<file path="src/rtl/intc_pkg.sv">
package intc_pkg;

    localparam int unsigned OFF_W   = 4;
    localparam int unsigned NUM_DST = 3;

    localparam logic [OFF_W-1:0] OFF_CAUSE = 4'h0;
    localparam logic [OFF_W-1:0] OFF_IRQ   = 4'h4;
    localparam logic [OFF_W-1:0] OFF_FIQ   = 4'h8;
    localparam logic [OFF_W-1:0] OFF_ENDP  = 4'hC;

    typedef enum logic [1:0] {
        DST_IRQ  = 2'd0,
        DST_FIQ  = 2'd1,
        DST_ENDP = 2'd2
    } dest_e;

    // Mask registers follow the cause register at a 4-byte stride.
    function automatic logic [OFF_W-1:0] dst_off(input int unsigned d);
        return OFF_IRQ + OFF_W'(d * 4);
    endfunction

endpackage

</file>
<file path="src/rtl/intc_mask_bank.sv">
module intc_mask_bank
    import intc_pkg::*;
#(
    parameter int unsigned NUM_SRC = 32
) (
    input  logic                              clk,
    input  logic                              rst,
    input  logic                              wr_en,
    input  logic [OFF_W-1:0]                  wr_addr,
    input  logic [NUM_SRC-1:0]                wr_data,
    output logic [NUM_DST-1:0][NUM_SRC-1:0]   mask_o
);

    typedef struct packed {
        logic [NUM_DST-1:0][NUM_SRC-1:0] mask;
    } mask_state_t;

    mask_state_t state_d, state_q;

    always_comb begin
        state_d = state_q;
        if (wr_en) begin
            for (int unsigned d = 0; d < NUM_DST; d++) begin
                if (wr_addr == dst_off(d)) begin
                    state_d.mask[d] = wr_data;
                end
            end
        end
    end

    always_ff @(posedge clk) begin
        if (rst) begin
            state_q <= '0;
        end else begin
            state_q <= state_d;
        end
    end

    assign mask_o = state_q.mask;

    for (genvar g = 0; g < NUM_DST; g++) begin : g_hold
        AST_MASK_HOLD: assert property (@(posedge clk) disable iff (rst)
            !(wr_en && wr_addr == dst_off(g)) |=> $stable(mask_o[g]));
        AST_MASK_LOAD: assert property (@(posedge clk) disable iff (rst)
            (wr_en && wr_addr == dst_off(g)) |=> mask_o[g] == $past(wr_data));
    end

endmodule

</file>
<file path="src/rtl/intc_route.sv">
module intc_route
    import intc_pkg::*;
#(
    parameter int unsigned NUM_SRC = 32
) (
    input  logic [NUM_SRC-1:0]                cause_i,
    input  logic [NUM_DST-1:0][NUM_SRC-1:0]   mask_i,
    output logic [NUM_DST-1:0]                line_o
);

    for (genvar g = 0; g < NUM_DST; g++) begin : g_dst
        assign line_o[g] = |(cause_i & mask_i[g]);
    end

endmodule

</file>
<file path="src/rtl/intc_prio_enc.sv">
module intc_prio_enc #(
    parameter int unsigned WIDTH = 32,
    parameter int unsigned IDX_W = (WIDTH > 1) ? $clog2(WIDTH) : 1
) (
    input  logic [WIDTH-1:0] vec_i,
    output logic [IDX_W-1:0] idx_o,
    output logic             vld_o
);

    // Scan upward so the highest set bit is the last one to win.
    always_comb begin
        idx_o = '0;
        vld_o = 1'b0;
        for (int unsigned i = 0; i < WIDTH; i++) begin
            if (vec_i[i]) begin
                idx_o = IDX_W'(i);
                vld_o = 1'b1;
            end
        end
    end

endmodule

</file>
<file path="src/rtl/intc_bank.sv">
module intc_bank
    import intc_pkg::*;
#(
    parameter  int unsigned NUM_SRC = 32,
    localparam int unsigned IDX_W   = (NUM_SRC > 1) ? $clog2(NUM_SRC) : 1
) (
    input  logic               clk,
    input  logic               rst,
    input  logic [3:0]         reg_addr,
    input  logic               reg_we,
    input  logic [NUM_SRC-1:0] reg_wdata,
    output logic [NUM_SRC-1:0] reg_rdata,
    input  logic [NUM_SRC-1:0] src_i,
    output logic               irq_o,
    output logic               fiq_o,
    output logic               endp_o,
    output logic [IDX_W-1:0]   pend_idx_o,
    output logic               pend_vld_o
);

    typedef struct packed {
        logic [NUM_SRC-1:0] cause;
    } bank_state_t;

    bank_state_t state_d, state_q;

    logic [NUM_DST-1:0][NUM_SRC-1:0] mask;
    logic [NUM_DST-1:0]              line;
    logic [NUM_SRC-1:0]              irq_gated;

    // Cause is a plain sample of the sources; software cannot write it.
    always_comb begin
        state_d       = state_q;
        state_d.cause = src_i;
    end

    always_ff @(posedge clk) begin
        if (rst) begin
            state_q <= '0;
        end else begin
            state_q <= state_d;
        end
    end

    intc_mask_bank #(.NUM_SRC(NUM_SRC)) u_masks (
        .clk     (clk),
        .rst     (rst),
        .wr_en   (reg_we),
        .wr_addr (reg_addr),
        .wr_data (reg_wdata),
        .mask_o  (mask)
    );

    intc_route #(.NUM_SRC(NUM_SRC)) u_route (
        .cause_i (state_q.cause),
        .mask_i  (mask),
        .line_o  (line)
    );

    assign irq_gated = state_q.cause & mask[DST_IRQ];

    intc_prio_enc #(.WIDTH(NUM_SRC), .IDX_W(IDX_W)) u_enc (
        .vec_i (irq_gated),
        .idx_o (pend_idx_o),
        .vld_o (pend_vld_o)
    );

    assign irq_o  = line[DST_IRQ];
    assign fiq_o  = line[DST_FIQ];
    assign endp_o = line[DST_ENDP];

    always_comb begin
        unique case (reg_addr)
            OFF_CAUSE: reg_rdata = state_q.cause;
            OFF_IRQ:   reg_rdata = mask[DST_IRQ];
            OFF_FIQ:   reg_rdata = mask[DST_FIQ];
            OFF_ENDP:  reg_rdata = mask[DST_ENDP];
            default:   reg_rdata = '0;
        endcase
    end

    AST_CAUSE_TRACK: assert property (@(posedge clk) disable iff (rst)
        !$past(rst) |-> state_q.cause == $past(src_i));
    AST_RST_QUIET: assert property (@(posedge clk) disable iff (rst)
        $past(rst) |-> !irq_o && !fiq_o && !endp_o && !pend_vld_o);
    AST_PEND_MATCH: assert property (@(posedge clk) disable iff (rst)
        pend_vld_o == irq_o);
    AST_PEND_TOP: assert property (@(posedge clk) disable iff (rst)
        pend_vld_o |-> (irq_gated >> pend_idx_o) == NUM_SRC'(1));
    AST_ZERO_MASK: assert property (@(posedge clk) disable iff (rst)
        (mask[DST_IRQ] == '0) |-> !irq_o);

endmodule

</file>
<file path="config.mk">
export PLATFORM = sky130hd
export DESIGN_NAME = intc_bank
export DESIGN_NICKNAME = d
export VERILOG_FILES = /design/src/rtl/intc_pkg.sv /design/src/rtl/intc_mask_bank.sv /design/src/rtl/intc_route.sv /design/src/rtl/intc_prio_enc.sv /design/src/rtl/intc_bank.sv
export SDC_FILE = /design/constraint.sdc
export NUM_CORES = 1
export LEC_CHECK = 0
export BUFFER_PORTS_ARGS = -buffer_cell sky130_fd_sc_hd__buf_2
export CAP_MARGIN = 15
export CORE_MARGIN = 1.5
export CORE_UTILIZATION = 40
export CTS_BUF_LIST = sky130_fd_sc_hd__clkbuf_16
export DETAILED_ROUTE_END_ITERATION = 8
export PLACE_DENSITY = 0.69
export SLEW_MARGIN = 20
export SYNTH_ARGS = -nofsm -noshare
export SYNTH_HDL_FRONTEND = slang
export SYNTH_SLANG_ARGS = --single-unit
</file>
<file path="constraint.sdc">
create_clock -name clk -period 1.62 [get_ports clk]
set_input_delay 0 -clock clk [delete_from_list [all_inputs] [get_ports clk]]
set_output_delay 0 -clock clk [all_outputs]
set_load 0.01 [all_outputs]
</file>
### Yosys cells after proc, flatten, opt, wreduce, memory -nomap -nowiden

Cells that the tools add are included.
Widths: inputs -> output; s select.

| cells by class | value |
|---|---|
| equality and inequality tests | 3 |
| muxes and demuxes | 64 |
| bitwise logic cells | 3 |
| reductions and logical operators | 7 |

Operators with widths:

| cell | number |
|---|---|
| $pmux 32 s4 | 1 |
| $and 32x32->32 | 3 |
| $reduce_or 32->1 | 3 |
| $mux 5 | 16 |
| $mux 1 | 33 |
| $mux 4 | 8 |
| $mux 3 | 4 |
| $eq 4x4->1 const B | 2 |
| $reduce_and 2->1 | 3 |
| $eq 4x3->1 const B | 1 |
| $logic_not 4->1 | 1 |
| $mux 2 | 2 |

| word-level totals | value |
|---|---|
| flip-flop bits (word level) | 128 |
| output and inout port bits | 41 |
| logic and storage cells | 81 |

### Longest topological paths before layout

Gate-level depths: netlist (run 1).

| depth | value |
|---|---|
| word-level depth | 33 |
| gate-level depth with buffers | 7 |
| depth with buffers taken out | 5 |

### Cells and area by module

From an unflattened synthesis (run 1), not the netlist that was laid out.

| second synthesis, totals | value |
|---|---|
| cell total of the unflattened synthesis | 688 |
| area, all modules | 6761.5 µm² |

By module, submodules not included:

| module | times used | cells each | area each (µm²) | seq. area each (µm²) |
|---|---|---|---|---|
| intc_mask_bank | 1 | 351 | 3923.8 | 1921.8 |
| intc_bank | 1 | 212 | 2011.9 | 640.6 |
| intc_route | 1 | 63 | 467.9 | 0.0 |
| intc_prio_enc | 1 | 62 | 357.8 | 0.0 |

### Worst setup path after synthesis (run 1)

OpenSTA, ideal clock, no wires.

| path | value |
|---|---|
| path type | register to output |
| start | register state_q[22] (netlist bit) |
| end | output irq_o |
| arrival time | 1.463 ns |
| data required time | 1.620 ns |
| setup slack | 0.157 ns |
| stages on the path, launching flop included | 6 |
| path buffers | 0 |
| path through | dfxtp_1 a22oi_2 nand3_1 nor2_2 nand3_2 or4_1 |

| on the way | value |
|---|---|
| cells in the longest elaborated chain, start to end | 2 |

Ends and longest elaborated chain:

| what | RTL line | text |
|---|---|---|
| start: declaration | intc_bank.sv:25 | `bank_state_t state_d, state_q;` |
| start signal: assignment | intc_bank.sv:41 | `state_q <= state_d;` |
| $and 32x32->32 | intc_route.sv:12 | `assign line_o[g] = \|(cause_i & mask_i[g]);` |
| $reduce_or 32->1 | intc_route.sv:12 |  |
| end: declaration | intc_bank.sv:14 | `output logic irq_o,` |

No other way between the ends.

### Final worst setup path (run 1)

| path | value |
|---|---|
| start | register u_masks.state_q (netlist bit u_masks.mask_o[9]) |
| end | output pend_vld_o |

| on the way | value |
|---|---|
| cells in the longest elaborated chain, start to end | 24 |

Ends and longest elaborated chain:

| what | RTL line | text |
|---|---|---|
| start: declaration | intc_mask_bank.sv:18 | `mask_state_t state_d, state_q;` |
| start signal: assignment | intc_mask_bank.sv:35 | `state_q <= state_d;` |
| $and 32x32->32 | intc_bank.sv:60 | `assign irq_gated = state_q.cause & mask[DST_IRQ];` |
| $mux 1 (23 in series) | intc_prio_enc.sv:15 | `if (vec_i[i]) begin` |
| end: declaration | intc_bank.sv:18 | `output logic pend_vld_o` |

No other way between the ends.

==> results of run 1 <==
cell families after synthesis:
family	share of synthesized area
buffers and inverters	0.0414
AND/OR/NAND/NOR	0.220
flip-flops	0.449
AO/OA/AOI/OAI	0.290
per-layer routing:
| layer | wire length, um | vias up | GRT usage |
|---|---|---|---|
| met1 | 9050 | 3002 | 0.381 |
| met4 | 681 | 0 | 0.114 |
| met3 | 1850 | 46 | 0.0753 |
| li1 | - | 2946 | - |
| met2 | 10100 | 333 | 0.462 |
| met5 | 0 | - | 0 |
power by group:
part | internal, mW | switching (mW)
Combinational | 0.366 | 0.352
Sequential | 3.22 | 0.0840
Clock | 2.69 | 1.39
Total | 6.28 | 1.82
state kept, by name, summed over array words and instances (netlist names):
signal / flops
state_q: 32
u_masks.mask_o: 96
worst register-to-register path, stage by stage, from the launching register on:
cell and delay [ps]:
dfxtp_1 360, nand2_1 60, a21oi_1 140, dlygate4sd3_1 560
worst paths after layout:
kind / from / endpoint / slack [ps] / cells after the start
worst max-delay path: u_masks.mask_o[9]$_SDFFE_PP0P_ / pend_vld_o / -510 / 5
worst min register to register: u_masks.mask_o[31]$_SDFFE_PP0P_ / u_masks.mask_o[31]$_SDFFE_PP0P_ / 470 / 2
worst max register to register: u_masks.mask_o[58]$_SDFFE_PP0P_ / u_masks.mask_o[58]$_SDFFE_PP0P_ / 440 / 3
worst min-delay path: reg_we / u_masks.mask_o[76]$_SDFFE_PP0P_ / 230 / 5
synthesized netlist by cell type, types with 2 or more instances:
| library cell | number | share of area |
|---|---|---|
| nand2_1 | 219 | 0.14 |
| dfxtp_1 | 128 | 0.45 |
| a21oi_1 | 97 | 0.085 |
| a22oi_1 | 39 | 0.051 |
| a22o_1 | 36 | 0.055 |
| a221o_1 | 33 | 0.058 |
| clkbuf_1 | 32 | 0.021 |
| nor2b_1 | 32 | 0.035 |
| nand4_1 | 8 | 0.0088 |
| buf_4 | 7 | 0.0092 |
| buf_2 | 6 | 0.0053 |
| nand3_1 | 5 | 0.0044 |
| and2_1 | 4 | 0.0044 |
| o21ai_0 | 4 | 0.0035 |
| or4_1 | 4 | 0.0053 |
| a21o_1 | 3 | 0.0039 |
| a222oi_1 | 3 | 0.0053 |
| a32o_1 | 3 | 0.0053 |
| buf_6 | 3 | 0.0059 |
| a221oi_2 | 2 | 0.0053 |
| a32oi_1 | 2 | 0.0031 |
| nor4b_4 | 2 | 0.0083 |
| o211ai_1 | 2 | 0.0026 |
through the flow:
stage          cells  instance area [sq um]  TNS, ps
3_5_place_dp    1000                   6860     -103
4_1_cts         1102                   8320    -2840
6_report        1105                   8360    -3260
5_1_grt         1105                   8360    -3650
2_1_floorplan    689                   5710        0
3_3_place_gp    1000                   6860    -81.4
area by class of cell:
cell class                 count  share of cell area
antenna                        1            0.000299
sequential                   128               0.308
timing repair buffer         252               0.225
multi-input combinational    513               0.365
tap                          180              0.0270
clock buffer                  17              0.0509
clock inverter                14              0.0235
what timing repair did:
| item | CTS | global route |
|---|---|---|
| endpoints found under the setup margin | 8 | 10 |
| hold buffers | 68 | 0 |
| endpoints found under the hold margin | 128 | 0 |
| setup buffers | 3 | 2 |
| gates resized for setup | 35 | 7 |
| pin swaps | 14 | 8 |
==> impl_metrics.json, run 1 <==
{
  "io_buffer_count": 111,
  "finalPower_mw": 8.10,
  "worstMarginPinSlew_ps": 435,
  "synth-warning-count": 0,
  "rows": 43,
  "area_growth_pct": 46.3,
  "fin_ws_ps": -512,
  "die_w_um": 122,
  "hp-class": "in -> reg",
  "drt_wl_total_mm": 21.7,
  "synth_edf_count": 0,
  "syn_area_per_cell_sq_um": 8.29,
  "maxCapViolations": 0,
  "final_cell_mix": "219 x nand2_1, 118 x dfxtp_1, 109 x buf_2",
  "cts.path.max_buffers": 2,
  "p_per_area_nw_per_um2": 969,
  "critPathTopFamily": "simple AND/OR/NAND/NOR gates",
  "post-route-period-util": 1.32,
  "required_ps": 1620,
  "htree_levels": 4,
  "synth_area_sq_um": 5710,
  "worstSkewPairLatency_ps": 420,
  "initial_core_util": 0.410,
  "cts.sinks": 128,
  "relSlewSlack": 0.710,
  "ios": 112,
  "fp.dieArea_sq_um": 15000,
  "synthFlopType": "dfxtp_1",
  "violations": "negative setup slack",
  "path_clk_slew_ps": 60,
  "async_flop_share": 0,
  "routedWlPerCell_um": 19.6,
  "fp.dieH_um": 122,
  "grt_max_degree": 55,
  "first_global_vias": 5988,
  "core_area_sq_um": 13900,
  "worst_setup_path_start_kind": "register",
  "overflow": 0,
  "cpPeakStageDelay_ps": 510,
  "nets": 983,
  "postLayoutCoreUtil": 0.600,
  "postRouteAntennaNets": 0,
  "netlist_instances": 689,
  "slowest_stage": "or4_1",
  "path_cells": "a22o_1 > a221oi_2 > nand2b_1 > or4_1 > buf_2",
  "worstSetupEndpointType": "output pin",
  "p_leak_nw": 3.37,
  "status": "complete, but fails checks",
  "vdd_ir_drop_max_mv": 0.719,
  "fmax_mhz": 469,
  "pre_cts_ws_ps": -73.8,
  "place.gp.congestion": 0.924,
  "crit_buf_inv": 1,
  "hold_ws_ps": 229,
  "final-seq-area_sq_um": 2580,
  "ys_seq_elements": 128,
  "vias": 6327,
  "nFillCells": 1205,
  "yosysSeqAreaShare": 0.449,
  "dr.first_iter.drc_count": 697,
  "multi_input_area_sq_um": 3050,
  "drive_gt1_frac": 0.272,
  "grt_pass1_wl_mm": 32.9,
  "antenna_found_initial": 1,
  "cts_tree": "yes",
  "rsz0062_at_grt": "true",
  "track_usage": 0.292,
  "drt-pass1-iter-count": 6,
  "setup-violations-final": 9,
  "fin_skew_ps": 0,
  "place_hpwl_mm": 14.4,
  "fin_crit_ps": 2130,
  "synth.distinct_cells": 38,
  "root_buffer": "clkbuf_16",
  "maxSlewViolCount": 0,
  "hold_violations": 0,
  "cp_max_fo": 3,
  "viasPerCell": 5.73,
  "critPathArrivalTime_ps": 2130,
  "syn_nets": 760,
  "cts_buffers": 17,
  "drc": 0,
  "final_common_cell": "nand2_1",
  "crit_type": "reg -> out"
}
(Power assumes the default switching activity.)
==> run 2: changes to the inputs <==
- GPL_TIMING_DRIVEN: unset -> 0
==> run 2 against run 1 <==
Clock power increased by 1%. Design area decreased by 4.0%. Non-clock buffer count decreased by 24. Critical path type unchanged. First-iteration DRC count increased by 9.6%. Sequential share of layout area increased by 1.5 points. Worst hold slack got worse by 200 ps. Utilization decreased by 2.4 points. Via count about the same. The flow still finishes with violations (negative setup slack). Final cell count decreased by 2.2%.
==> impl_metrics.json, run 2 (synthesis gave the netlist of run 1 again) <==
{
  "status": "complete, but fails checks",
  "violations": "negative setup slack",
  "top_usage_layer": "met2",
  "diodes": 0,
  "reg2reg_to": "u_masks.mask_o[74]$_SDFFE_PP0P_",
  "track_usage": 0.306,
  "maxCapViolations": 0,
  "io_buffer_count": 110,
  "p_sw_frac": 0.231,
  "root_buffer": "clkbuf_16",
  "grtUsageMet3": 0.0776,
  "viasPerCell": 5.85,
  "fin_ws_ps": -503,
  "whs_endpoint": "state_q[2]$_SDFF_PP0_",
  "antenna_found_initial": 0,
  "crit_type": "reg -> out",
  "final_cell_mix": "216 x nand2_1, 114 x buf_2, 106 x dfxtp_1",
  "setup_tns_ps": -2930,
  "p_leak_nw": 3.13,
  "area_growth_pct": 40.6,
  "drt-pass1-iter-count": 5,
  "grt_pass1_wl_mm": 33.6,
  "stdcell_area_sq_um": 8030,
  "intPower_mw": 6.22,
  "final_common_cell": "nand2_1",
  "place_hpwl_mm": 15.9,
  "htree_levels": 4,
  "routedWlPerCell_um": 20.9,
  "required_ps": 1620,
  "hold_violations": 0,
  "final-seq-area_sq_um": 2600,
  "nets": 959,
  "path_clk_slew_ps": 60,
  "p_per_area_nw_per_um2": 1010,
  "fin_crit_ps": 2120,
  "fp.dieArea_sq_um": 15000,
  "maxSlewViolCount": 0,
  "overflow": 0,
  "postRouteAntennaNets": 0,
  "worstSetupEndpointType": "output pin",
  "drive_gt1_frac": 0.246,
  "die_w_um": 122,
  "dp.cells": 979,
  "core_area_sq_um": 13900,
  "p_switching_mw": 1.87,
  "crit_start": "u_masks.mask_o[9]$_SDFFE_PP0P_",
  "place_area_sq_um": 6490,
  "cts.sinks": 128,
  "final_cells": 1081,
  "r2r_slack_ps": 820,
  "first_global_vias": 5800,
  "pwr-share-clk": 0.508,
  "fin_skew_ps": 0,
  "relSlewSlack": 0.531,
  "initial_core_util": 0.410,
  "largest_reg_flops": 96,
  "seq_power_share": 0.415,
  "critPathArrivalTime_ps": 2120,
  "worstMarginPinSlew_ps": 704,
  "worst_setup_path_start_kind": "register",
  "drt_wl_total_mm": 22.6,
  "place.gp.congestion": 0.982,
  "cts.path.max_buffers": 2,
  "worstSkewPairLatency_ps": 420,
  "multi_input_area_sq_um": 3080,
  "fp.dieH_um": 122,
  "hp-class": "in -> reg",
  "r2r_cells": 2,
  "p_comb_frac": 0.077,
  "vdd_ir_drop_max_mv": 0.785,
  "cp_max_fo": 3,
  "drc": 0,
  "min_delay_path_depth": 2,
  "hold_start": "rst",
  "cts_buffers": 17,
  "ios": 112,
  "vias": 6328,
  "dr.first_iter.drc_count": 764,
  "post-route-period-util": 1.31,
  "cts_tree": "yes",
  "grt_max_degree": 17,
  "setup-violations-final": 8,
  "nFillCells": 1248,
  "rows": 43,
  "use_met2": 0.498,
  "rsz0062_at_grt": "true",
  "fmax_mhz": 471,
  "reg2reg_from": "u_masks.mask_o[74]$_SDFFE_PP0P_",
  "met1_usage": 0.391
}
==> run 2: cell type report <==
| class | instances | area share |
|---|---|---|
| clock inverters | 15 | 0.0251 |
| multi-input cells | 513 | 0.384 |
| flip-flops and latches | 128 | 0.324 |
| repair buffers | 180 | 0.156 |
| well taps | 180 | 0.0281 |
| clock buffers | 17 | 0.0530 |
| plain buffers | 48 | 0.0307 |
==> run 2: how the worst max path moves through the flow <==
| stage | to | slack (ps) | cells after the start |
|---|---|---|---|
| detailed placement | pend_idx_o[1] | -390 | 6 |
| finish | pend_vld_o | -500 | 5 |
| global route | pend_vld_o | -540 | 5 |
| CTS | pend_vld_o | -460 | 5 |
| global placement | pend_idx_o[1] | -450 | 6 |
| floorplan | irq_o | 160 | 5 |
==> run 2: power by group through the flow <==
stage / registers, mW / logic, mW / clock network [mW]
after floorplan: 3.35 / 0.226 / 0
after global placement: 3.41 / 0.452 / 0
after detailed placement: 3.41 / 0.453 / 0
after CTS: 3.35 / 0.601 / 4.12
after global routing: 3.36 / 0.665 / 4.28
final: 3.36 / 0.622 / 4.11
==> run 2: layer usage <==
| metal | share of wire | routed length, um | vias to the layer above |
|---|---|---|---|
| li1 | - | - | 2896 |
| met1 | 0.40 | 8960 | 2978 |
| met2 | 0.46 | 10500 | 401 |
| met3 | 0.11 | 2430 | 53 |
| met4 | 0.032 | 722 | 0 |
| met5 | 0 | 0 | - |
==> run 2: through the flow <==
step / power, mW / utilization / hold slack (ps) / setup slack [ps]
6_report: 8.10 / 0.576 / 32.0 / -503
2_1_floorplan: 3.58 / - / 128 / 157
3_3_place_gp: 3.86 / 0.465 / 211 / -454
5_1_grt: 8.31 / 0.576 / 49.2 / -537
4_1_cts: 8.07 / 0.573 / 34.3 / -460
3_5_place_dp: 3.86 / 0.465 / 212 / -386
==> run 2: critical path, stage by stage, from the launching register on <==
cell,delay (ps)
dfxtp_4,340
a22o_4,260
a221oi_4,310
nand2b_1,150
or4_1,480
buf_2,150
==> run 2: what timing repair did <==
action / CTS / global route
hold buffers: 64 / 0
endpoints found under the hold margin: 128 / 0
pin swaps: 20 / 9
endpoints found under the setup margin: 39 / 35
buffers inserted: 9 / 2
resized for setup: 55 / 23
==> run 3: changes to the inputs <==
- CORE_UTILIZATION: 40 -> 31
- PLACE_DENSITY: 0.69 -> 0.58
==> run 3 against run 2 <==
The run still ends with negative setup slack left. Largest power group unchanged. Critical path type unchanged. Sequential power about the same. Via count is 2.0% lower. Clock skew unchanged. Clock-buffer cell count unchanged. Critical path depth unchanged. Highest routed layer unchanged.
==> impl_metrics.json, run 3 (synthesis gave the netlist of run 1 again) <==
{
  "status": "complete, but fails checks",
  "violations": "negative setup slack",
  "worstSkewPairLatency_ps": 430,
  "p_switching_mw": 1.96,
  "p_comb_frac": 0.077,
  "critPathArrivalTime_ps": 2130,
  "p_leak_nw": 3.17,
  "largest_reg_flops": 96,
  "initial_core_util": 0.317,
  "diodes": 0,
  "first_global_vias": 5759,
  "core_area_sq_um": 18000,
  "pwr-share-clk": 0.514,
  "die_w_um": 139,
  "fin_ws_ps": -506,
  "cts_buffers": 17,
  "ios": 112,
  "grt_max_degree": 17,
  "viasPerCell": 5.46,
  "vias": 6199,
  "final_common_cell": "nand2_1",
  "required_ps": 1620,
  "dr.first_iter.drc_count": 623,
  "maxSlewViolCount": 0,
  "reg2reg_to": "u_masks.mask_o[74]$_SDFFE_PP0P_",
  "hp-class": "in -> reg",
  "fin_crit_ps": 2130,
  "hold_start": "rst",
  "intPower_mw": 6.26,
  "final-seq-area_sq_um": 2620,
  "fin_skew_ps": 0,
  "drt_wl_total_mm": 23.1,
  "antenna_found_initial": 0,
  "seq_power_share": 0.409,
  "nFillCells": 1824,
  "place.gp.congestion": 0.954,
  "hold_ws_ps": 34.5,
  "path_clk_slew_ps": 60,
  "relSlewSlack": 0.483,
  "routedWlPerCell_um": 20.4,
  "crit_type": "reg -> out",
  "place_area_sq_um": 6550,
  "rsz0062_at_grt": "true",
  "place_hpwl_mm": 17.0,
  "p_sw_frac": 0.239,
  "setup-violations-final": 10,
  "setup_tns_ps": -3100,
  "root_buffer": "clkbuf_16",
  "drc": 0,
  "worst_setup_path_start_kind": "register",
  "overflow": 0,
  "worstSetupEndpointType": "output pin",
  "drive_gt1_frac": 0.262,
  "min_delay_path_depth": 2,
  "whs_endpoint": "state_q[6]$_SDFF_PP0_",
  "fp.dieArea_sq_um": 19200,
  "r2r_slack_ps": 830,
  "cp_max_fo": 3,
  "io_buffer_count": 110,
  "post-route-period-util": 1.31,
  "reg2reg_from": "u_masks.mask_o[74]$_SDFFE_PP0P_",
  "maxCapViolations": 0,
  "htree_levels": 4,
  "stdcell_area_sq_um": 8200,
  "rows": 49,
  "track_usage": 0.239,
  "final_cell_mix": "216 x nand2_1, 114 x buf_2, 101 x dfxtp_1",
  "worstMarginPinSlew_ps": 775,
  "cts.sinks": 128,
  "cts.path.max_buffers": 2,
  "postRouteAntennaNets": 0,
  "vdd_ir_drop_max_mv": 0.804,
  "drt-pass1-iter-count": 5,
  "p_per_area_nw_per_um2": 1000,
  "nets": 965,
  "fmax_mhz": 470,
  "hold_violations": 0,
  "multi_input_area_sq_um": 3110,
  "area_growth_pct": 43.6,
  "postLayoutCoreUtil": 0.455,
  "grt_pass1_wl_mm": 34.5,
  "fp.dieH_um": 139,
  "cts_tree": "yes",
  "r2r_cells": 2
}
-- run 3: changes by cell type in the layout (fill, tap and decap cells not counted), sizes merged --
cell	before	now
buf	132	138
clkinv	4	7
inv	3	1
clkinvlp	3	2
-- run 3: cell type report --
cell class / instances / share of cell area
Clock inverter: 15 / 0.0264
Timing Repair Buffer: 186 / 0.160
Clock buffer: 17 / 0.0519
Buffer: 48 / 0.0297
Sequential cell: 128 / 0.319
Tap cell: 229 / 0.0349
Multi-Input combinational cell: 513 / 0.379
-- run 3: critical path: stages, from the launching register on --
cell and delay (ps):
dfxtp_4 350, a22o_4 260, a221oi_4 290, nand2b_1 160, or4_1 490, buf_2 160
-- run 3: power groups by stage --
| stage | Clock, mW | Combinational (mW) | Sequential [mW] |
|---|---|---|---|
| after floorplan | 0 | 0.226 | 3.35 |
| after global placement | 0 | 0.457 | 3.41 |
| after detailed placement | 0 | 0.458 | 3.41 |
| after CTS | 4.26 | 0.616 | 3.35 |
| after global routing | 4.39 | 0.682 | 3.36 |
| final | 4.23 | 0.634 | 3.36 |
-- run 3: metal layers --
| layer | track usage | wire [um] | vias to the layer above |
|---|---|---|---|
| li1 | - | - | 2913 |
| met1 | 0.323 | 10100 | 2941 |
| met2 | 0.373 | 10500 | 300 |
| met3 | 0.0504 | 1760 | 45 |
| met4 | 0.0910 | 704 | 0 |
| met5 | 0 | 0 | - |
-- run 3: what timing repair did --
action,in CTS,in global routing
setup buffers,6,6
hold buffers,64,0
hold endpoints to repair,128,0
endpoints found under the setup margin,39,38
cloned,0,0
pin swaps,24,9
resized for setup,70,23
-- run 3: how the worst max path moves through the flow --
stage,slack [ps],startpoint,end
finish,-510,u_masks.mask_o[9]$_SDFFE_PP0P_,irq_o
global route,-540,u_masks.mask_o[22]$_SDFFE_PP0P_,pend_vld_o
CTS,-490,u_masks.mask_o[9]$_SDFFE_PP0P_,irq_o
detailed placement,-440,state_q[7]$_SDFF_PP0_,pend_idx_o[1]
global placement,-510,state_q[7]$_SDFF_PP0_,pend_idx_o[1]
floorplan,160,state_q[22]$_SDFF_PP0_,irq_o
-- run 3: metrics by stage --
stage / cells / power, mW / setup slack, ps
floorplan: 689 / 3.58 / 157
global placement: 1028 / 3.87 / -509
detailed placement: 1028 / 3.87 / -437
CTS: 1130 / 8.23 / -486
global route: 1136 / 8.43 / -543
finish: 1136 / 8.22 / -506
